[src/rtl/bcv_pkg.sv]
package bcv_pkg;

    localparam int ADDR_W = 64;
    localparam int CR_W   = 32;
    localparam int DISP_W = 14;
    localparam int STEP_W = 7;
    localparam int OPT_W  = 4;
    localparam int SEL_W  = $clog2(CR_W);
    localparam int HALF_W = ADDR_W / 2;

    localparam logic [ADDR_W-1:0] INSN_BYTES = ADDR_W'(4);

    // option field, most significant bit first
    typedef struct packed {
        logic skip_cond;
        logic want_bit;
        logic keep_count;
        logic zero_sense;
    } bopt_t;

    typedef struct packed {
        logic taken;
        logic end_loop;
        logic step_we;
    } loop_res_t;

    typedef struct packed {
        logic [ADDR_W-1:0] nia;
        logic [ADDR_W-1:0] link_val;
        logic              link_we;
    } addr_res_t;

    function automatic logic [ADDR_W-1:0] mode_mask(input logic [ADDR_W-1:0] a,
                                                    input logic wide);
        return wide ? a : {{HALF_W{1'b0}}, a[HALF_W-1:0]};
    endfunction

    function automatic logic [ADDR_W-1:0] disp_offset(input logic [DISP_W-1:0] d);
        return {{(ADDR_W-DISP_W-2){d[DISP_W-1]}}, d, 2'b00};
    endfunction

endpackage

[src/rtl/bcv_cond_eval.sv]
module bcv_cond_eval
    import bcv_pkg::*;
#(
    parameter int CRW = CR_W,
    parameter int SW  = $clog2(CRW)
) (
    input  logic [CRW-1:0] cr,
    input  logic [SW-1:0]  cr_sel,
    input  logic           zero_mode,
    input  logic           zero_bit,
    input  logic           skip_cond,
    input  logic           want_bit,
    output logic           test_bit,
    output logic           cond_ok
);

    // condition bits renumbered so index 0 is the most significant bit
    logic [CRW-1:0] cr_msb_first;

    genvar gi;
    generate
        for (gi = 0; gi < CRW; gi++) begin : g_rev
            assign cr_msb_first[gi] = cr[CRW-1-gi];
        end
    endgenerate

    always_comb begin
        test_bit = zero_mode ? zero_bit : cr_msb_first[cr_sel];
        cond_ok  = skip_cond | ~(test_bit ^ want_bit);
    end

endmodule

[src/rtl/bcv_count_eval.sv]
module bcv_count_eval
    import bcv_pkg::*;
#(
    parameter int W = ADDR_W
) (
    input  logic [W-1:0] ctr_q,
    input  logic         keep_count,
    input  logic         zero_sense,
    input  logic         wide,
    output logic [W-1:0] ctr_next,
    output logic         ctr_ok
);

    localparam int HW = W / 2;

    logic nz_lo;
    logic nz_hi;
    logic nz;

    always_comb begin
        ctr_next = keep_count ? ctr_q : ctr_q - W'(1);
        nz_lo    = |ctr_next[HW-1:0];
        nz_hi    = |ctr_next[W-1:HW];
        // narrow mode ignores the upper half of the count
        nz       = nz_lo | (wide & nz_hi);
        ctr_ok   = keep_count | (nz ^ zero_sense);
    end

endmodule

[src/rtl/bcv_loop_ctl.sv]
module bcv_loop_ctl
    import bcv_pkg::*;
#(
    parameter int SW = STEP_W
) (
    input  logic          cond_ok,
    input  logic          ctr_ok,
    input  logic          trunc_en,
    input  logic          trunc_sense,
    input  logic          all_mode,
    input  logic [SW-1:0] cur_step,
    output logic [SW-1:0] step_next,
    output loop_res_t     res
);

    logic trunc_hit;
    logic attempt;

    always_comb begin
        trunc_hit = trunc_en & (cond_ok == trunc_sense);
        step_next = cur_step + SW'(1);
        res.step_we  = trunc_hit;
        res.end_loop = trunc_hit;
        attempt      = 1'b1;
        if (all_mode) begin
            if (!trunc_hit) attempt = 1'b0;
            if (!cond_ok) begin
                res.end_loop = 1'b1;
                attempt      = 1'b0;
            end
        end
        res.taken = attempt & ctr_ok & cond_ok;
        if (res.taken) res.end_loop = 1'b1;
    end

endmodule

[src/rtl/bcv_addr_gen.sv]
module bcv_addr_gen
    import bcv_pkg::*;
#(
    parameter int AW = ADDR_W,
    parameter int DW = DISP_W
) (
    input  logic [AW-1:0] cia,
    input  logic [DW-1:0] disp,
    input  logic          abs_mode,
    input  logic          wide,
    input  logic          taken,
    input  logic          link_en,
    input  logic          link_always,
    output addr_res_t     res
);

    logic [AW-1:0] offset;
    logic [AW-1:0] target;
    logic [AW-1:0] seq_addr;

    always_comb begin
        offset   = disp_offset(disp);
        target   = mode_mask(abs_mode ? offset : cia + offset, wide);
        seq_addr = mode_mask(cia + INSN_BYTES, wide);
        res.nia      = taken ? target : seq_addr;
        res.link_val = seq_addr;
        res.link_we  = link_en & (taken | link_always);
    end

endmodule

[src/rtl/bcv_branch_unit.sv]
module bcv_branch_unit
    import bcv_pkg::*;
(
    input  logic              clk,
    input  logic              rst,
    input  logic              ld_en,
    input  logic [ADDR_W-1:0] ld_ctr,
    input  logic [ADDR_W-1:0] ld_link,
    input  logic              valid,
    input  logic [OPT_W-1:0]  bopt,
    input  logic [SEL_W-1:0]  cr_sel,
    input  logic [DISP_W-1:0] disp,
    input  logic              abs_mode,
    input  logic              link_en,
    input  logic [CR_W-1:0]   cr,
    input  logic [ADDR_W-1:0] cia,
    input  logic              mode64,
    input  logic              zero_mode,
    input  logic              zero_bit,
    input  logic              trunc_en,
    input  logic              trunc_sense,
    input  logic              all_mode,
    input  logic              link_always,
    input  logic [STEP_W-1:0] cur_step,
    output logic              taken,
    output logic [ADDR_W-1:0] nia,
    output logic              end_loop,
    output logic [ADDR_W-1:0] ctr_next,
    output logic [ADDR_W-1:0] link_next,
    output logic              link_we,
    output logic [STEP_W-1:0] step_next,
    output logic              step_we,
    output logic [ADDR_W-1:0] ctr_q,
    output logic [ADDR_W-1:0] link_q,
    output logic [STEP_W-1:0] step_q
);

    bopt_t     opt;
    logic      test_bit;
    logic      cond_ok;
    logic      ctr_ok;
    loop_res_t loop_res;
    addr_res_t addr_res;

    assign opt = bopt_t'(bopt);

    bcv_cond_eval #(.CRW(CR_W), .SW(SEL_W)) u_cond (
        .cr        (cr),
        .cr_sel    (cr_sel),
        .zero_mode (zero_mode),
        .zero_bit  (zero_bit),
        .skip_cond (opt.skip_cond),
        .want_bit  (opt.want_bit),
        .test_bit  (test_bit),
        .cond_ok   (cond_ok)
    );

    bcv_count_eval #(.W(ADDR_W)) u_count (
        .ctr_q      (ctr_q),
        .keep_count (opt.keep_count),
        .zero_sense (opt.zero_sense),
        .wide       (mode64),
        .ctr_next   (ctr_next),
        .ctr_ok     (ctr_ok)
    );

    bcv_loop_ctl #(.SW(STEP_W)) u_loop (
        .cond_ok     (cond_ok),
        .ctr_ok      (ctr_ok),
        .trunc_en    (trunc_en),
        .trunc_sense (trunc_sense),
        .all_mode    (all_mode),
        .cur_step    (cur_step),
        .step_next   (step_next),
        .res         (loop_res)
    );

    bcv_addr_gen #(.AW(ADDR_W), .DW(DISP_W)) u_addr (
        .cia         (cia),
        .disp        (disp),
        .abs_mode    (abs_mode),
        .wide        (mode64),
        .taken       (loop_res.taken),
        .link_en     (link_en),
        .link_always (link_always),
        .res         (addr_res)
    );

    always_comb begin
        taken     = loop_res.taken;
        end_loop  = loop_res.end_loop;
        step_we   = loop_res.step_we;
        nia       = addr_res.nia;
        link_next = addr_res.link_val;
        link_we   = addr_res.link_we;
    end

    always_ff @(posedge clk) begin
        if (rst) begin
            ctr_q  <= '0;
            link_q <= '0;
            step_q <= '0;
        end else if (ld_en) begin
            ctr_q  <= ld_ctr;
            link_q <= ld_link;
        end else if (valid) begin
            ctr_q <= ctr_next;
            if (link_we) link_q <= link_next;
            if (step_we) step_q <= step_next;
        end
    end

endmodule

[config.mk]
export PLATFORM = sky130hd
export DESIGN_NAME = bcv_branch_unit
export DESIGN_NICKNAME = d
export VERILOG_FILES = /design/src/rtl/bcv_pkg.sv /design/src/rtl/bcv_cond_eval.sv /design/src/rtl/bcv_count_eval.sv /design/src/rtl/bcv_loop_ctl.sv /design/src/rtl/bcv_addr_gen.sv /design/src/rtl/bcv_branch_unit.sv
export SDC_FILE = /design/constraint.sdc
export NUM_CORES = 1
export LEC_CHECK = 0
export BUFFER_PORTS_ARGS = -buffer_cell sky130_fd_sc_hd__buf_4
export CORE_AREA = 4 4 232 234
export CTS_CLUSTER_SIZE = 12
export DETAILED_ROUTE_END_ITERATION = 10
export DIE_AREA = 0 0 236 238
export MAX_ROUTING_LAYER = met4
export SETUP_SLACK_MARGIN = 0.05
export SYNTH_ARGS = -nofsm -noshare
export SYNTH_HDL_FRONTEND = slang
export SYNTH_SLANG_ARGS = --single-unit
[constraint.sdc]
create_clock -name clk -period 7.3 [get_ports clk]
set_input_delay 0.73 -clock clk [delete_from_list [all_inputs] [get_ports clk]]
set_output_delay 0.73 -clock clk [all_outputs]
set_load 0.05 [all_outputs]
Yosys cells after proc, flatten, opt, wreduce, memory -nomap -nowiden
Cells that the tools add are included.

Output and inout bits: 338. Flip-flop bits (word level): 135. Logic and storage cells: 47. Input bits: 267.

Mux-type cells: 19. Equality and inequality tests: 1. Order comparisons: 1. Bitwise operators: 13. Reductions and logical operators: 6. Add/sub/neg operators: 4.

Operators with widths (count): $mux W64 (10); $add A64 B3 Y64 const B (1); $add A64 B64 Y64 (1); $reduce_or A32 Y1 (2); $sub A64 B1 Y64 const B (1); $mux W1 (8); $add A7 B1 Y7 const B (1); $lt A5 B6 Y1 const B (1); $and A1 B1 Y1 (5); $bmux W1 S5 (1); $or A1 B1 Y1 (4); $reduce_bool A2 Y1 (2); $reduce_and A3 Y1 (1); $not A1 Y1 (2); $reduce_and A2 Y1 (1); $xor A1 B1 Y1 (2); $eq A1 B1 Y1 (1).

Longest topological paths before layout
Gate-level depths: netlist of the first run.

Depth in word-level cells: 18. Depth in mapped cells: 19. Depth with buffers taken out: 14.

Modules after synthesis
A second synthesis of the first run with hierarchy kept.

Cells, all modules: 1964. Area total of the unflattened synthesis: 15590.0 um^2.

By module, submodules not included: bcv_branch_unit (instances 1, cells an instance 686, area each 7183.1 um^2, seq. area each 2702.6 um^2); bcv_addr_gen (instances 1, cells an instance 927, area each 6009.5 um^2, seq. area each 0.0 um^2); bcv_count_eval (instances 1, cells an instance 279, area each 1865.5 um^2, seq. area each 0.0 um^2); bcv_cond_eval (instances 1, cells an instance 50, area each 386.6 um^2, seq. area each 0.0 um^2); bcv_loop_ctl (instances 1, cells an instance 22, area each 145.1 um^2, seq. area each 0.0 um^2).

Worst setup path before layout of the first run
OpenSTA, ideal clock, no wires.

Kind: reg-to-output. Start point: register ctr_q[0]. End point: output port nia[38]. Path slack: 0.796 ns. Data arrival time: 5.774 ns. Buffers on the path: 5. Stages on the path, launching flop included: 19. Data required time: 6.570 ns. Path through: dfxtp_1 -> buf_2 -> inv_1 -> ha_1 -> nor4b_4 -> nand4_4 -> or3_1 -> clkbuf_1 -> or4_4 -> xnor2_2 -> or4_1 -> nor4_2 -> a221o_1 -> or2_1 -> clkbuf_2 -> clkinv_2 -> buf_6 -> buf_4 -> o31ai_1.

Cells in the longest elaborated chain, start to end: 10. Elaborated cells between the ends (all ways): 11.

Ends and longest elaborated chain: start, declared (line bcv_branch_unit.sv:33) `output logic [ADDR_W-1:0] ctr_q,`; start signal, assigned (line bcv_branch_unit.sv:104) `ctr_q <= ld_ctr;`; start signal, assigned (line bcv_branch_unit.sv:107) `ctr_q <= ctr_next;`; $sub A64 B1 Y64 (line bcv_count_eval.sv:21) `ctr_next = keep_count ? ctr_q : ctr_q - W'(1);`; $mux W64 (line bcv_count_eval.sv:21); net ctr_next[48] (line bcv_branch_unit.sv:28) `output logic [ADDR_W-1:0] ctr_next,`; $reduce_or A32 Y1 (line bcv_count_eval.sv:23) `nz_hi = |ctr_next[W-1:HW];`; $and A1 B1 Y1 (line bcv_count_eval.sv:25) `nz = nz_lo | (wide & nz_hi);`; $or A1 B1 Y1 (line bcv_count_eval.sv:25); $xor A1 B1 Y1 (line bcv_count_eval.sv:26) `ctr_ok = keep_count | (nz ^ zero_sense);`; $or A1 B1 Y1 (line bcv_count_eval.sv:26); $and A1 B1 Y1 (2 in a row) (line bcv_loop_ctl.sv:32) `res.taken = attempt & ctr_ok & cond_ok;`; $mux W64 (line bcv_addr_gen.sv:25) `res.nia = taken ? target : seq_addr;`; end, declared (line bcv_branch_unit.sv:26) `output logic [ADDR_W-1:0] nia,`.

The timed path passes the listed nets, and every way through them passes these cells.

Worst setup path after layout of the first run
Start point: register ctr_q[0]. End point: output port nia[61].

Cells in the longest elaborated chain, start to end: 10. Elaborated cells between the ends (all ways): 11.

Ends and longest elaborated chain (line): $sub A64 B1 Y64 (bcv_count_eval.sv:21); $mux W64 * (bcv_count_eval.sv:21); $reduce_or A32 Y1 (bcv_count_eval.sv:23); $and A1 B1 Y1 (bcv_count_eval.sv:25); $or A1 B1 Y1 * (bcv_count_eval.sv:25); $xor A1 B1 Y1 * (bcv_count_eval.sv:26); $or A1 B1 Y1 * (bcv_count_eval.sv:26); $and A1 B1 Y1 * (2 in a row) (bcv_loop_ctl.sv:32); $mux W64 * (bcv_addr_gen.sv:25).

Mark *: on every way between the ends. The rest lies on a longest branch, timed or not.

==> results.py, run 1 <==
metrics = {
    "die": {
        "core_mm2": 0.05202,
        "die_h_um": 238,
        "fp-row-count": 84,
        "die_w_um": 236,
        "initial_core_util": 0.2781,
        "dieArea_mm2": 0.05617,
        "pin_count": 605,
    },
    "grt": {
        "grt_max_degree": 117,
        "grt_pass1_wl_mm": 108.8,
        "grt_pass1_vias": 17108,
        "globalRoute.totalOverflow": 0,
        "grtUsageTotal": 0.2556,
        "antenna_found_initial": 2,
    },
    "timing": {
        "rsz0062_at_grt": "false",
        "final-setup-viol-count": 0,
        "max_slew_margin": 0.2127,
        "worst_pin_slew_ns": 1.181,
        "min_period_ns": 6.828,
        "hold_ws_ns": 0.4719,
        "hold_viol_final": 0,
        "fin_worst_skew_ns": 0.01688,
        "fin_crit_sh": 0.9354,
        "setup_ws_ns": 0.4716,
        "timing.fmax_mhz": 146.4,
        "setup_tns_ns": 0,
        "maxSlewViolCount": 0,
    },
    "routing": {
        "totalWireLength_mm": 74.06,
        "postRouteAntennaNets": 0,
        "drc_errors": 0,
        "firstDrtPassIters": 5,
        "wire_per_inst_um": 23.04,
        "vias": 17860,
        "drt_iter0_markers": 1434,
        "viasPerCell": 5.557,
    },
    "synth": {
        "yosysWarnings": 0,
        "synth-edff-count": 0,
        "syn_area_mm2": 0.01447,
        "ys.flop_type": "dfxtp_1",
        "yosysTopAreaCellShare": 0.1868,
        "seq_area_frac_synth": 0.1868,
        "yosysTopAreaCell": "dfxtp_1",
        "synth_async_sr_flop_share": 0,
        "ys_ff_latch": 135,
        "netlist_instances": 2008,
        "avgSynthCellArea_um2": 7.206,
        "synth_nets": 2340,
        "yosysMostFrequentCell": "nor2_1",
        "synthDistinctLibCells": 85,
        "ys_top_cells_by_area": "dfxtp_1 (19%), nor2_1 (7.4%), xnor2_1 (6.8%)",
        "synthTopCellsByCount": "nor2_1 (285), a21oi_1 (190), dfxtp_1 (135)",
    },
    "power_and_ir_drop": {
        "p_leak_nw": 8.777,
        "irDropWorstVdd_uv": 146.1,
        "p_per_area_mw_per_mm2": 176.4,
    },
    "critical_path": {
        "crit_fanout": 22,
        "criticalPathCategory": "flip-flop to output pin",
        "crit_required_ns": 6.57,
        "path_delay_family": "simple AND/OR/NAND/NOR gates",
        "endpoint_kind": "output pin",
        "cp.arrival_ns": 6.10,
        "critical_path_buf_inv_count": 3,
        "crit_chain": "inv_1 -> ha_1 -> nor4b_4 -> nand4_4 -> or3_1 -> or4_4 -> xnor2_2 -> or4_1 -> nor4_2 -> o221ai_1 -> or2_1 -> clkinv_2 -> nand3_4 -> o32ai_1 -> buf_4",
        "slowest_stage": "or4_4",
        "worst_setup_path_start_kind": "flip-flop",
        "slowest_delay_ns": 0.58,
    },
    "clocking": {
        "cts_buffers": 17,
        "htree_num_levels": 4,
        "root_buffer": "clkbuf_16",
        "cts.sinks": 135,
        "cts_setup_buffers": 0,
        "clk_latency_ns": 0.49,
        "cts_tree": "done",
        "cts_hold_buffers": 0,
        "worst_setup_hold_path_clk_slew_ns": 0.07,
        "clockBufferDepth": 2,
        "postCtsResizedCells": 0,
    },
    "finish": {
        "drive_gt1_frac": 0.2796,
        "stdcell_area_mm2": 0.01997,
        "multi_input_area_mm2": 0.01090,
        "syn2layout_area_growth_pct": 37.99,
        "regArea_mm2": 0.002703,
        "nFillCells": 5543,
        "final_cells": 3214,
        "nets": 2844,
    },
    "place": {
        "place_ws_ns": 0.6797,
        "dp.cells": 3181,
        "place_congestion": 1.000,
        "hpwl_mm": 59.23,
        "dpl-instance-area_mm2": 0.01942,
        "io_buffers": 604,
    },
    "job": {
        "maxCapViolations": 0,
    },
    "run_status": {
        "status": "complete, no violations",
    },
    "min_path": {
        "hold_path_class": "input pin to flip-flop",
    },
}
-- logic make-up (layout without fill, tap and decap cells) --
logic type      count (synthesis)  in the layout  synth area share
xor+xnor                      214            214            0.1301
other cells                     0              1                 0
buf+inv                       209            726           0.06079
mux                            24             24           0.02525
fa+ha+maj                      65             65           0.05673
flops                         135            135            0.1868
simple gates                  803            803            0.2809
compound gates                558            558            0.2595
-- layout make-up --
| class | instances | share of cell area |
|---|---|---|
| Multi-Input combinational cell | 1664 | 0.5458 |
| Timing Repair Buffer | 623 | 0.2351 |
| Sequential cell | 135 | 0.1354 |
| Tap cell | 688 | 0.04312 |
| Clock buffer | 20 | 0.02237 |
| Inverter | 71 | 0.01341 |
| Clock inverter | 12 | 0.004763 |
| Antenna cell | 1 | 0.0001253 |
-- per-layer routing --
metal	share of wire	routed length [um]	vias up	GRT usage
met1	0.42	30880	8570	0.3151
met4	0.027	2036	0	0.07617
met3	0.069	5101	112	0.04577
li1	-	-	8341	-
met2	0.49	36050	837	0.4294
met5	0	0	-	-
-- worst paths after layout --
kind                                 start          to  slack, ns  cells after the start
worst max-delay path              ctr_q[0]     nia[61]       0.47                     15
worst min-delay path            ld_ctr[27]   ctr_q[27]       0.47                      3
worst max register to register    ctr_q[0]  link_q[34]       1.62                     14
worst min register to register  link_q[10]  link_q[10]       0.49                      2
-- flip-flops by register name, summed over array words and instances (netlist names) --
name    cells
ctr_q      64
link_q     64
step_q      7
-- report_power, final --
group / internal, mW / total, mW / switching, mW
combinational: 0.600 / 1.82 / 1.22
sequential: 0.786 / 0.858 / 0.0724
clock: 0.447 / 0.848 / 0.401
total: 1.83 / 3.52 / 1.69
-- layout by cell type (no fill, tap or decap), drive strengths merged, types with 50 or more instances in the layout --
| master | instances |
|---|---|
| ha | 64 |
| xnor2 | 114 |
| inv | 73 |
| nor2 | 285 |
| nand3 | 64 |
| a21oi | 190 |
| nand2b | 50 |
| xor2 | 100 |
| o21ai | 73 |
| buf | 623 |
| nand2 | 132 |
| dfxtp | 135 |
-- per-stage QoR --
stage / utilization / total power [mW]
5_1_grt: 0.3838 / 3.675
3_5_place_dp: 0.3733 / 2.668
4_1_cts: 0.3837 / 3.536
2_1_floorplan: - / 2.046
6_report: 0.3838 / 3.522
3_3_place_gp: 0.3733 / 2.665
-- worst min-delay path, cell delays in order --
cell and delay, ns:
buf_4 0.08, a21oi_1 0.05, nor2_1 0.07
Note: power is estimated with default switching activity, not from simulation.
==> run 2, diff against run 1 <==
MAX_ROUTING_LAYER = not set   (was met4)
==> run 2 against run 1 <==
Net effect:
- maximum frequency shrank 0.16%
- largest power group unchanged
- wire length shrank 0.28%
- first-iteration DRC count increased by 8.1%
- die area unchanged
- combinational power about the same
- non-clock buffer count increased by 3
- via count shrank 0.36%
==> results.py, run 2 (synthesized netlist as in run 1, its figures left out) <==
metrics = {
    "timing": {
        "fin_crit_sh": 0.9369,
        "worst_pin_slew_ns": 0.9567,
        "hold_viol_final": 0,
        "maxSlewViolCount": 0,
        "hold_ws_ns": 0.4704,
        "max_slew_margin": 0.3606,
        "min_period_ns": 6.840,
        "rsz0062_at_grt": "false",
        "setup_tns_ns": 0,
        "fin_worst_skew_ns": 0.02341,
        "timing.fmax_mhz": 146.2,
        "final-setup-viol-count": 0,
    },
    "finish": {
        "nFillCells": 5425,
        "final_common_cell": "buf_4",
        "post-route-util": 0.3851,
        "nets": 2847,
        "drive_gt1_frac": 0.2810,
        "layout_common_cells": "buf_4 (624), nor2_1 (285), a21oi_1 (190)",
        "largest_registers": "ctr_q: 64 flops, link_q: 64 flops, step_q: 7 flops",
        "final_cells": 3217,
        "syn2layout_area_growth_pct": 38.46,
    },
    "critical_path": {
        "cp.arrival_ns": 6.11,
        "endpoint_kind": "output pin",
        "crit_required_ns": 6.57,
        "rr_worst_depth": 14,
        "slowest_delay_ns": 0.59,
        "crit_chain": "inv_1 -> ha_1 -> nor4b_4 -> nand4_4 -> or3_1 -> or4_4 -> xnor2_2 -> or4_1 -> nor4_2 -> o221ai_1 -> or2_1 -> clkinv_2 -> buf_4 -> nand2_1 -> o221a_2 -> buf_4",
        "crit_top_cell": "buf_4",
        "slowest_stage": "or4_4",
        "worst_setup_path_start_kind": "flip-flop",
        "reg2reg_slack_ns": 1.51,
        "crit_fanout": 34,
        "criticalPathCategory": "flip-flop to output pin",
    },
    "die": {
        "fp-row-count": 84,
        "initial_core_util": 0.2781,
        "pin_count": 605,
        "die_h_um": 238,
        "dieArea_mm2": 0.05617,
        "core_mm2": 0.05202,
        "die_w_um": 236,
    },
    "clocking": {
        "cts_hold_buffers": 0,
        "clockBufferDepth": 2,
        "cts_buffers": 17,
        "clk_latency_ns": 0.49,
        "htree_num_levels": 4,
        "root_buffer": "clkbuf_16",
        "worst_setup_hold_path_clk_slew_ns": 0.07,
        "cts_tree": "done",
        "cts.sinks": 135,
    },
    "grt": {
        "globalRoute.totalOverflow": 0,
        "grt_max_degree": 76,
        "grtUsageTotal": 0.2487,
        "antenna_found_initial": 4,
        "grt_pass1_vias": 17254,
        "grt_pass1_wl_mm": 108.8,
    },
    "place": {
        "place_congestion": 0.9779,
        "io_buffers": 604,
        "hpwl_mm": 59.30,
        "dp.cells": 3184,
    },
    "job": {
        "maxCapViolations": 0,
    },
    "power_and_ir_drop": {
        "p_leak_nw": 8.820,
        "irDropWorstVdd_uv": 173.8,
        "p_per_area_mw_per_mm2": 178.4,
    },
    "routing": {
        "vias": 17796,
        "firstDrtPassIters": 6,
        "drt_iter0_markers": 1550,
        "viasPerCell": 5.532,
        "postRouteAntennaNets": 0,
        "drc_errors": 0,
        "totalWireLength_mm": 73.86,
        "wire_per_inst_um": 22.96,
    },
    "min_path": {
        "hold_path_class": "input pin to flip-flop",
        "whs_path_depth": 3,
    },
    "run_status": {
        "status": "complete, no violations",
    },
}
==> run 2: final timing paths <==
check / startpoint / end
setup / recovery: ctr_q[0] / nia[33]
hold / removal: ld_ctr[28] / ctr_q[28]
setup reg to reg: ctr_q[0] / link_q[35]
hold reg to reg: link_q[25] / link_q[25]
==> run 2: layout make-up <==
cell class,count,area (um2),area share
Antenna cell,2,5.005,0.0002498
Clock buffer,18,439.2,0.02192
Clock inverter,13,143.9,0.007182
Inverter,71,267.8,0.01336
Multi-Input combinational cell,1664,10900,0.5440
Sequential cell,135,2703,0.1349
Tap cell,688,860.8,0.04297
Timing Repair Buffer,626,4716,0.2354
==> run 2: worst max-delay path, delay by kind of cell, from the launching register on <==
| family | cells | cell delay (ns) |
|---|---|---|
| and+or+nand+nor | 8 | 3.35 |
| buffers and inverters | 4 | 0.89 |
| AOI/OAI and AO/OA | 2 | 0.58 |
| DFF | 1 | 0.41 |
| adders and majority gates | 1 | 0.22 |
| xor gates and xnor gates | 1 | 0.15 |
==> run 2: layer usage <==
metal	global-route usage	vias up	part of all wire
li1	-	8332	-
met1	0.3069	8507	0.40
met5	0	-	0.00038
met2	0.4230	822	0.49
met4	0.08934	4	0.033
met3	0.06114	131	0.078
==> run 2: repair_timing <==
item | CTS | global route
setup buffers | 0 | 0
resized for setup | 0 | 1
endpoints found under the setup margin | 0 | 1
==> run 2: stage by stage <==
stage / setup WS, ns / area, um2 / total power [mW]
after global placement: 0.7696 / 19440 / 2.662
after detailed placement: 0.6017 / 19440 / 2.669
after global routing: 0.06081 / 20030 / 3.734
after CTS: 0.2457 / 20020 / 3.593
after floorplan: 0.7955 / 14470 / 2.046
final: 0.4604 / 20030 / 3.575
==> run 2: report_power, final <==
| part | internal (mW) | switching, mW | total, mW |
|---|---|---|---|
| Sequential | 0.786 | 0.0719 | 0.858 |
| Clock | 0.512 | 0.388 | 0.901 |
| Combinational | 0.600 | 1.22 | 1.82 |
| Total | 1.90 | 1.68 | 3.57 |
==> run 3, diff against run 2 <==
==> constraint.sdc (replaced) <==
create_clock -name clk -period 7.3 [get_ports clk]
set_input_delay 1.825 -clock clk [delete_from_list [all_inputs] [get_ports clk]]
set_output_delay 1.825 -clock clk [all_outputs]
set_load 0.05 [all_outputs]
==> run 3 against run 2 <==
Net effect:
- the flow now finishes with violations (negative setup slack)
- final area increased by 12%
- largest power group unchanged
- final cell count grew 3.6%
- combinational power rose by 13%
- critical endpoint is now nia[53]
- non-clock buffer count is 114 higher
==> results.py, run 3 (synthesized netlist as in run 1, its figures left out) <==
metrics = {
    "critical_path": {
        "cp_num_cells": 17,
        "slowest_stage": "or4_4",
        "rr_worst_depth": 16,
        "critical_path_buf_inv_count": 6,
        "crit_required_ns": 5.48,
        "worst_setup_path_start_kind": "input pin",
        "crit_fanout": 5,
        "cp.arrival_ns": 5.60,
        "endpoint_kind": "output pin",
        "crit_chain": "buf_8 -> nor4b_4 -> buf_4 -> nand4_4 -> or3_4 -> or4_4 -> xnor2_4 -> or4_4 -> nor4_4 -> buf_4 -> o221ai_4 -> or2_4 -> clkinv_8 -> nand3_4 -> buf_12 -> o41ai_4 -> buf_6",
        "slowest_delay_ns": 0.50,
        "criticalPathCategory": "input pin to output pin",
        "path_delay_family": "simple AND/OR/NAND/NOR gates",
    },
    "routing": {
        "firstDrtPassIters": 5,
        "drt_iter0_markers": 1507,
        "vias": 18352,
        "wire_per_inst_um": 23.27,
        "postRouteAntennaNets": 0,
        "drc_errors": 0,
        "totalWireLength_mm": 77.52,
        "viasPerCell": 5.508,
    },
    "timing": {
        "setup_ws_ns": -0.1207,
        "fin_worst_skew_ns": 0.01231,
        "rsz0062_at_grt": "true",
        "min_period_ns": 7.421,
        "final-setup-viol-count": 40,
        "timing.fmax_mhz": 134.8,
        "worst_pin_slew_ns": 0.8353,
        "fin_crit_sh": 1.017,
        "max_slew_margin": 0.4431,
        "hold_viol_final": 0,
        "maxSlewViolCount": 0,
    },
    "place": {
        "hpwl_mm": 62.05,
        "dpl-instance-area_mm2": 0.02089,
        "place_ws_ns": -0.4205,
        "dp.cells": 3282,
        "io_buffers": 604,
        "place_congestion": 0.9575,
    },
    "finish": {
        "drive_gt1_frac": 0.3486,
        "final_cells": 3332,
        "syn2layout_area_growth_pct": 54.53,
        "post-route-util": 0.4298,
        "nFillCells": 5288,
        "nets": 2961,
        "layout_common_cells": "buf_4 (665), nor2_1 (283), a21oi_1 (179)",
        "multi_input_area_mm2": 0.01186,
        "regArea_mm2": 0.002703,
        "stdcell_area_mm2": 0.02236,
        "largest_registers": "ctr_q: 64 flops, link_q: 64 flops, step_q: 7 flops",
        "final_common_cell": "buf_4",
    },
    "clocking": {
        "root_buffer": "clkbuf_16",
        "htree_num_levels": 4,
        "clk_latency_ns": 0.48,
        "clockBufferDepth": 2,
        "cts.sinks": 135,
        "cts_buffers": 17,
        "cts_hold_buffers": 0,
        "worst_setup_hold_path_clk_slew_ns": 0.06,
        "cts_tree": "done",
    },
    "power_and_ir_drop": {
        "irDropWorstVdd_uv": 145.2,
        "p_per_area_mw_per_mm2": 173.0,
        "p_leak_nw": 9.798,
    },
    "grt": {
        "grt_pass1_wl_mm": 113.4,
        "grtUsageTotal": 0.2594,
        "grt_max_degree": 101,
        "globalRoute.totalOverflow": 0,
        "grt_pass1_vias": 17775,
        "antenna_found_initial": 6,
    },
    "min_path": {
        "whs_path_depth": 2,
        "hold_path_class": "flip-flop to flip-flop",
    },
    "die": {
        "fp-row-count": 84,
        "dieArea_mm2": 0.05617,
        "core_mm2": 0.05202,
        "initial_core_util": 0.2781,
        "die_h_um": 238,
        "die_w_um": 236,
        "pin_count": 605,
    },
    "run_status": {
        "status": "complete, but fails checks",
        "violations": "negative setup slack",
    },
    "job": {
        "maxCapViolations": 0,
    },
}
==> run 3: path summary, 6_finish.rpt <==
path | startpoint | to | slack (ns)
worst max-delay path | bopt[1] | nia[53] | -0.12
worst min-delay path | link_q[16] | link_q[16] | 0.49
worst max register to register | ctr_q[39] | link_q[55] | 1.91
worst min register to register | link_q[16] | link_q[16] | 0.49
==> run 3: what timing repair did <==
item / CTS / global route
pin swaps: 14 / 15
setup endpoints to repair: 66 / 68
buffers inserted: 8 / 7
resized for setup: 83 / 55
cloned: 1 / 2
==> run 3: area by class of cell <==
| class | instances | share of cell area |
|---|---|---|
| clock inverters | 13 | 0.007666 |
| multi-input cells | 1664 | 0.5304 |
| repair buffers | 740 | 0.2705 |
| inverters | 71 | 0.01248 |
| diodes | 2 | 0.0002238 |
| flip-flops and latches | 135 | 0.1209 |
| well taps | 688 | 0.03850 |
| clock buffers | 19 | 0.01936 |
==> run 3: worst register-to-register path, stage by stage (launching register included) <==
cell      delay, ns
dfxtp_1        0.44
nor4_1         0.65
nand4_1        0.35
nor4_4         0.40
xor2_2         0.11
or3b_2         0.47
or4_4          0.55
nor4_4         0.14
buf_4          0.16
o221ai_4       0.10
buf_4          0.14
buf_4          0.14
o21bai_4       0.10
buf_4          0.50
a31o_4         0.52
buf_12         0.29
o221a_1        0.28
==> run 3: metrics by stage <==
stage          power [mW]  TNS [ns]  hold WS, ns
2_1_floorplan       2.120    -14.68       0.7070
3_5_place_dp        2.817    -18.14       0.4764
3_3_place_gp        2.813    -14.69       0.4759
4_1_cts             3.842    -1.266       0.4911
5_1_grt             4.014    -6.734       0.5121
6_report            3.869    -1.335       0.4903
==> run 3: layer usage <==
layer | GRT usage | vias up | wire (um)
met1 | 0.3250 | 8868 | 31940
met5 | 0 | - | 55
met2 | 0.4481 | 772 | 37490
met3 | 0.05490 | 131 | 5677
met4 | 0.08062 | 8 | 2356
li1 | - | 8573 | -
==> run 3: power breakdown <==
| part | internal (mW) | leakage (nW) | switching (mW) |
|---|---|---|---|
| logic | 0.746 | 8.39 | 1.31 |
| clock network | 0.541 | 0.289 | 0.411 |
| registers | 0.786 | 1.12 | 0.0748 |
| total | 2.07 | 9.80 | 1.80 |
